--- config.mk ---
export PLATFORM = sky130hd
export DESIGN_NAME = conv_encoder_r12
export DESIGN_NICKNAME = d
export VERILOG_FILES = /design/src/rtl/conv_encoder_r12.sv
export SDC_FILE = /design/constraint.sdc
export NUM_CORES = 1
export LEC_CHECK = 0
export ABC_AREA = 1
export BUFFER_PORTS_ARGS = -buffer_cell sky130_fd_sc_hd__buf_2
export CAP_MARGIN = 20
export CORE_UTILIZATION = 25
export CTS_CLUSTER_DIAMETER = 60
export DETAILED_ROUTE_END_ITERATION = 10
export HOLD_SLACK_MARGIN = 0.06
export PLACE_DENSITY = 0.45
export SYNTH_ARGS = -nofsm -noshare
export SYNTH_HDL_FRONTEND = slang
export SYNTH_SLANG_ARGS = --single-unit
--- constraint.sdc ---
create_clock -name clk -period 1.3 [get_ports clk]
set_input_delay 0.13 -clock clk [delete_from_list [all_inputs] [get_ports clk]]
set_output_delay 0.13 -clock clk [all_outputs]
set_load 0.01 [all_outputs]
--- src/rtl/conv_encoder_r12.sv ---
module conv_encoder_r12 #(
  parameter int CONSTR = 7,
  parameter logic [CONSTR-1:0] GEN_A = 7'o171,
  parameter logic [CONSTR-1:0] GEN_B = 7'o133
) (
  input  logic       clk,
  input  logic       rst_n,
  input  logic       clr,
  input  logic       serial_en,
  input  logic       b_first,
  input  logic       inv_a,
  input  logic       inv_b,
  input  logic       in_valid,
  input  logic       in_bit,
  output logic       in_ready,
  output logic       pair_valid,
  output logic [1:0] pair_out,
  output logic       ser_valid,
  output logic       ser_bit
);
  localparam int HW = CONSTR - 1;

  logic [HW-1:0]     hist;
  logic [CONSTR-1:0] win;
  logic              sym_a, sym_b, lead, trail, acc, phase, trail_q;

  assign in_ready = !(serial_en && phase);
  assign acc      = in_valid && in_ready && !clr;
  assign win      = {in_bit, hist};
  assign sym_a    = (^(win & GEN_A)) ^ inv_a;
  assign sym_b    = (^(win & GEN_B)) ^ inv_b;
  assign lead     = b_first ? sym_b : sym_a;
  assign trail    = b_first ? sym_a : sym_b;

  always_ff @(posedge clk or negedge rst_n) begin
    if (!rst_n) begin
      hist       <= '0;
      pair_valid <= 1'b0;
      pair_out   <= 2'b00;
    end else if (clr) begin
      hist       <= '0;
      pair_valid <= 1'b0;
    end else begin
      pair_valid <= acc;
      if (acc) begin
        hist     <= win[CONSTR-1:1];
        pair_out <= {lead, trail};
      end
    end
  end

  always_ff @(posedge clk or negedge rst_n) begin
    if (!rst_n) begin
      phase     <= 1'b0;
      ser_valid <= 1'b0;
      ser_bit   <= 1'b0;
      trail_q   <= 1'b0;
    end else if (clr) begin
      phase     <= 1'b0;
      ser_valid <= 1'b0;
    end else if (phase) begin
      ser_bit   <= trail_q;
      ser_valid <= 1'b1;
      phase     <= 1'b0;
    end else if (acc && serial_en) begin
      ser_bit   <= lead;
      trail_q   <= trail;
      ser_valid <= 1'b1;
      phase     <= 1'b1;
    end else begin
      ser_valid <= 1'b0;
    end
  end

  AST_PAIR_AFTER_ACCEPT: assert property (@(posedge clk) disable iff (!rst_n) acc |=> pair_valid);
  AST_PAIR_HOLD: assert property (@(posedge clk) disable iff (!rst_n) !acc |=> !pair_valid && $stable(pair_out));
  AST_SER_GAP: assert property (@(posedge clk) disable iff (!rst_n) (acc && serial_en) |=> (!in_ready && ser_valid));
  AST_SER_TRAIL: assert property (@(posedge clk) disable iff (!rst_n) (ser_valid && !in_ready && !clr) |=> ser_valid);
  AST_CLR_EMPTY: assert property (@(posedge clk) disable iff (!rst_n) clr |=> (hist == '0 && !pair_valid && !ser_valid));
  AST_PAR_NO_SER: assert property (@(posedge clk) disable iff (!rst_n) (!serial_en && !phase) |=> !ser_valid);
endmodule

**Word level (Yosys, flattened, before mapping)**

Cells that the tools add are included.

- Mux-type cells: 12
- Bitwise operators: 4
- Reduce and logical (&&, ||, !) cells: 13

Operators by type and width:

| kind | number |
|---|---|
| $reduce_xor 7->1 | 2 |
| $mux 6 | 2 |
| $mux 1 | 10 |
| $logic_and 1x1->1 | 4 |
| $reduce_and 2->1 | 2 |
| $reduce_bool 2->1 | 2 |
| $reduce_and 3->1 | 1 |
| $logic_not 1->1 | 2 |
| $not 1->1 | 2 |
| $xor 1x1->1 | 2 |

- Register bits: 13
- Input bits: 9
- Output and inout bits: 6
- Word-level logic and storage cells: 36

**Longest topological paths before layout**

- Depth in word-level cells: 8
- Gate-level depth with buffers: 10
- Depth with buffers taken out: 10

**Least setup slack after synthesis**

No wires, ideal clock.

- Path type: reg2reg
- Start: register hist[3]
- End: register ser_bit
- Setup time: 116 ps
- Arrival time: 966 ps
- Data required time: 1184 ps
- Slack: 218 ps
- Stages on the path, launching flop included: 11
- Path buffers: 0
- Period minus slack after synthesis: 1082 ps
- Cells stage by stage: dfrtp_1 > inv_2 > nand2_1 > nand2_1 > nand2_1 > nand2_1 > nand2_1 > nand3_1 > nand3_1 > nand2_1 > nand2_1

- Cells in the longest elaborated chain, start to end: 5
- Elaborated cells between the ends (all ways): 7
- Those cells by class: mux (3); bitwise (2); reduce/logical (2)

RTL lines:

| item | RTL line | RTL |
|---|---|---|
| start: declaration | 23 | `logic [HW-1:0] hist;` |
| start signal: assignment | 46 | `hist <= win[CONSTR-1:1];` |
| $reduce_xor 7->1 (on tied branches) | 30, 31 |  |
| $xor 1x1->1 (on tied branches) | 30, 31 |  |
| $mux 1 (*) | 32 | `assign lead = b_first ? sym_b : sym_a;` |
| $mux 1 (*) | 65 | `end else if (acc && serial_en) begin` |
| $mux 1 (*) | 61 | `end else if (phase) begin` |
| end signal: assignment | 62 | `ser_bit <= trail_q;` |
| end signal: assignment | 66 | `ser_bit <= lead;` |
| end: declaration | 19 | `output logic ser_bit` |

Mark *: on every way between the ends. The rest lies on a longest branch, timed or not. The select of a mux whose other input is x is not followed.
A chain may end at the register's enable or synchronous reset.

**Final worst setup path**

- Start: register hist[0]
- End: register pair_out[0]

- Cells in the longest elaborated chain, start to end: 3
- Elaborated cells between the ends (all ways): 5
- Those cells by class: mux (1); bitwise (2); reduce/logical (2)

RTL lines:

| item | RTL line | RTL |
|---|---|---|
| $reduce_xor 7->1 (on tied branches) | 31, 30 |  |
| $xor 1x1->1 (on tied branches) | 31, 30 |  |
| $mux 1 (*) | 33 | `assign trail = b_first ? sym_a : sym_b;` |
| end signal: assignment | 47 | `pair_out <= {lead, trail};` |
| end: declaration | 17 | `output logic [1:0] pair_out,` |

Mark *: on every way between the ends. The rest lies on a longest branch, timed or not.

==> key figures <==
Final layout
  – Syn-to-layout area delta: 30.73%
  – Final layout net count: around 130
  – Share of layout cells above drive strength 1: 0.3305
  – Most frequent cells in the layout: nand2_1, buf_2, dfrtp_1, inv_1, buf_4
  – Post-route cell area: 899.6 um2
  – # diodes: 0
  – Leading cell type in the layout, fill and taps excluded: nand2_1

Clock tree
  – TritonCTS sink count: 13
  – Clock latency on the worst-skew pair: roughly 0.27 ns
  – CTS tree: yes
  – Reg clk slew, reported paths: 0.09 ns
  – CTS Buf Count: 3
  – Clk root buf: clkbuf_4
  – Max clock buf depth: 2
  – H-tree depth: 1

STA
  – Final hold viol count: 0
  – Final worst-path cycle share: 0.9075
  – Worst slew margin: 0.7978
  – Fin. max-slew vios: 0
  – Minimum clock period: 1.180 ns
  – Worst-Margin Slew: approximately 0.30 ns
  – Fin Hold WS: about 0.11 ns
  – # setup viols final: 0
  – Highest achievable clock rate: around 850 MHz
  – Setup Skew: 0.005586 ns

Routing
  – 1st-pass router iterations: 4
  – Routed metal-1 wirelength: 773 um
  – DR WL met2: roughly 600 um
  – Routed Antenna Nets: 0
  – Drt drc: 0
  – DR vias/cell: 4.095
  – DR vias: 606
  – Met3 wire length: between 40 and 50 um
  – Highest metal used: met4
  – Wire per inst: about 9.7 um
  – Final wirelength: 1432 um
  – Initial drt markers: 6

Synthesis
  – Mux cell area share after synthesis: 0
  – Largest family of logic cells by synthesized area: simple AND/OR/NAND/NOR gates
  – Yosys Warn Count: 0
  – Syn Inst Count: 92
  – Post-Synth Adder-Cell Area: 0
  – Post-synthesis compound-gate area fraction: 0.06545
  – Post-synthesis xor/xnor area fraction: 0.02545
  – Simple-gate portion of the synthesized area: 0.3600
  – Post-Syn Nets: approximately 100
  – Syn Std Cell Area: between 600 and 700 um2
  – Flip-flop and latch count after synthesis: 13
  – Synth cell types: 15
  – Register area share after synthesis: 0.4727
  – Mean Syn Cell Area: between 7 and 8 um2

Hold path
  – Min-Delay Path Depth: 2
  – Worst min path class: in -> reg

Placed design
  – Post-DP Area: a little under 800 um2
  – Gpl congestion: around 0.82
  – IO Port Bufs: 14
  – Hpwl dp: 1058 um

Die
  – Die Y: approximately 54 um
  – Die area: between 0.002 and 0.003 mm2
  – Die X: roughly 54 um
  – Initial core utilization: 0.2704
  – # rows: 18
  – Core ar.: roughly 0.0025 mm2
  – Num ports: 15

Power and ir drop
  – Seq pwr share: 0.503
  – Sw Pwr: around 0.27 mW
  – Clk network pwr share: 0.283
  – LEAKAGE: roughly 0.5 nW
  – Combinational share of power: 0.214
  – Peak supply drop: ~0.00056 V
  – Internal power: between 0.6 and 0.7 mW
  – PwrDens: 1005 mW/mm2
  – Net Sw Frac: 0.2958

Setup path
  – Startpoint Class: register
  – CP Data Arrival Time: around 1.4 ns
  – Critical Path Sink Type: register
  – Crit path max fanout: 3
  – CP Class: reg -> reg
  – CP required: 1.47 ns
  – R2R cell count: 10

GRT
  – Total track usage: 0.1127
  – Grt total ovfl: 0
  – First-pass GRT wire length: between 2000 and 2500 um
  – Initial antenna violation count: 0
  – Largest net degree at the start of global routing: 14
  – Number of global-route vias before repair: between 500 and 600

Run status
  – Result of the run: complete, no violations

Run
  – Max-cap violations: 0
[kinds of logic (layout without fill, tap and decap cells)]
kind of cell / count (synthesis) / in the layout
XOR/XNOR: 2 / 2
AND/OR/NAND/NOR: 56 / 56
AO/OA/AOI/OAI: 7 / 7
buffers and inverters: 14 / 40
flip-flops: 13 / 13
[Yosys cell counts]
| library cell | count | area, um2 |
|---|---|---|
| o21ai_2 | 1 | 8.760 |
| nand2_1 | 43 | 161.4 |
| inv_1 | 8 | 30.03 |
| o21ai_1 | 1 | 5.000 |
| inv_2 | 5 | 18.77 |
| o22ai_1 | 5 | 31.28 |
| nand2_2 | 2 | 12.51 |
| dfrtp_1 | 13 | 325.3 |
| xor2_1 | 1 | 8.760 |
| clkinv_1 | 1 | 3.750 |
| xnor2_1 | 1 | 8.760 |
| nor2_1 | 2 | 7.510 |
| nand2_4 | 1 | 11.26 |
| nand3_1 | 7 | 35.03 |
| nor2_8 | 1 | 20.02 |
[critical path, stage by stage (launching register included)]
cell,delay [ns]
dfrtp_1,0.41
inv_2,0.07
nand2_1,0.05
nand2_1,0.08
nand2_1,0.07
nand2_1,0.08
nand2_2,0.06
nand2_1,0.06
nand2_1,0.06
nand3_1,0.08
nand2_1,0.05
[through the flow]
stage                 util  setup WS, ns  setup TNS, ns  std cells  total power, mW
floorplan                -        0.2181              0         92           0.5669
global placement    0.3127        0.1112              0        136           0.6380
detailed placement  0.3127        0.1231              0        136           0.6372
CTS                 0.3269       0.09891              0        141           0.8962
global route        0.3535      -0.01787       -0.01787        148           0.9600
finish              0.3535        0.1202              0        148           0.9043
[power groups by stage]
stage	clock [mW]	combinational [mW]	sequential, mW
6_report	0.256	0.193	0.455
5_1_grt	0.280	0.220	0.459
4_1_cts	0.264	0.177	0.455
3_5_place_dp	0	0.174	0.463
3_3_place_gp	0	0.174	0.464
2_1_floorplan	0	0.0934	0.473
[timing repair]
action,CTS,global route
endpoints found under the setup margin,0,2
endpoints found under the hold margin,13,0
buffers inserted,0,7
hold buffers,1,0
gates resized for setup,0,5
[flip-flops by register name, summed over array words and instances, names as in the netlist]
register and cells:
ser_valid 1, ser_bit 1, pair_valid 1, phase 1
trail_q 1, hist 6, pair_out 2
[layout make-up]
cell class              count  area (um2)
well taps                  30       37.54
flip-flops and latches     13       325.3
fillers                   272        1645
repair buffers             22       132.6
multi-input cells          65       325.3
clock buffers               4       26.28
inverters                  14       52.55
[worst paths after layout]
check	start	to	slack [ns]
max in group asynchronous	rst_n	ser_valid	0.80
min	clr	pair_valid	0.11
min in group asynchronous	rst_n	hist[2]	0.26
min reg2reg	pair_out[1]	pair_out[1]	0.49
max	hist[0]	pair_out[0]	0.12
max reg2reg	hist[0]	pair_out[0]	0.12
[per-layer routing]
layer,track usage,vias up
li1,-,336
met5,0,-
met1,0.1514,262
met4,0.07692,0
met3,0.01944,2
met2,0.1626,6
Note: power is estimated with default switching activity, not from simulation.
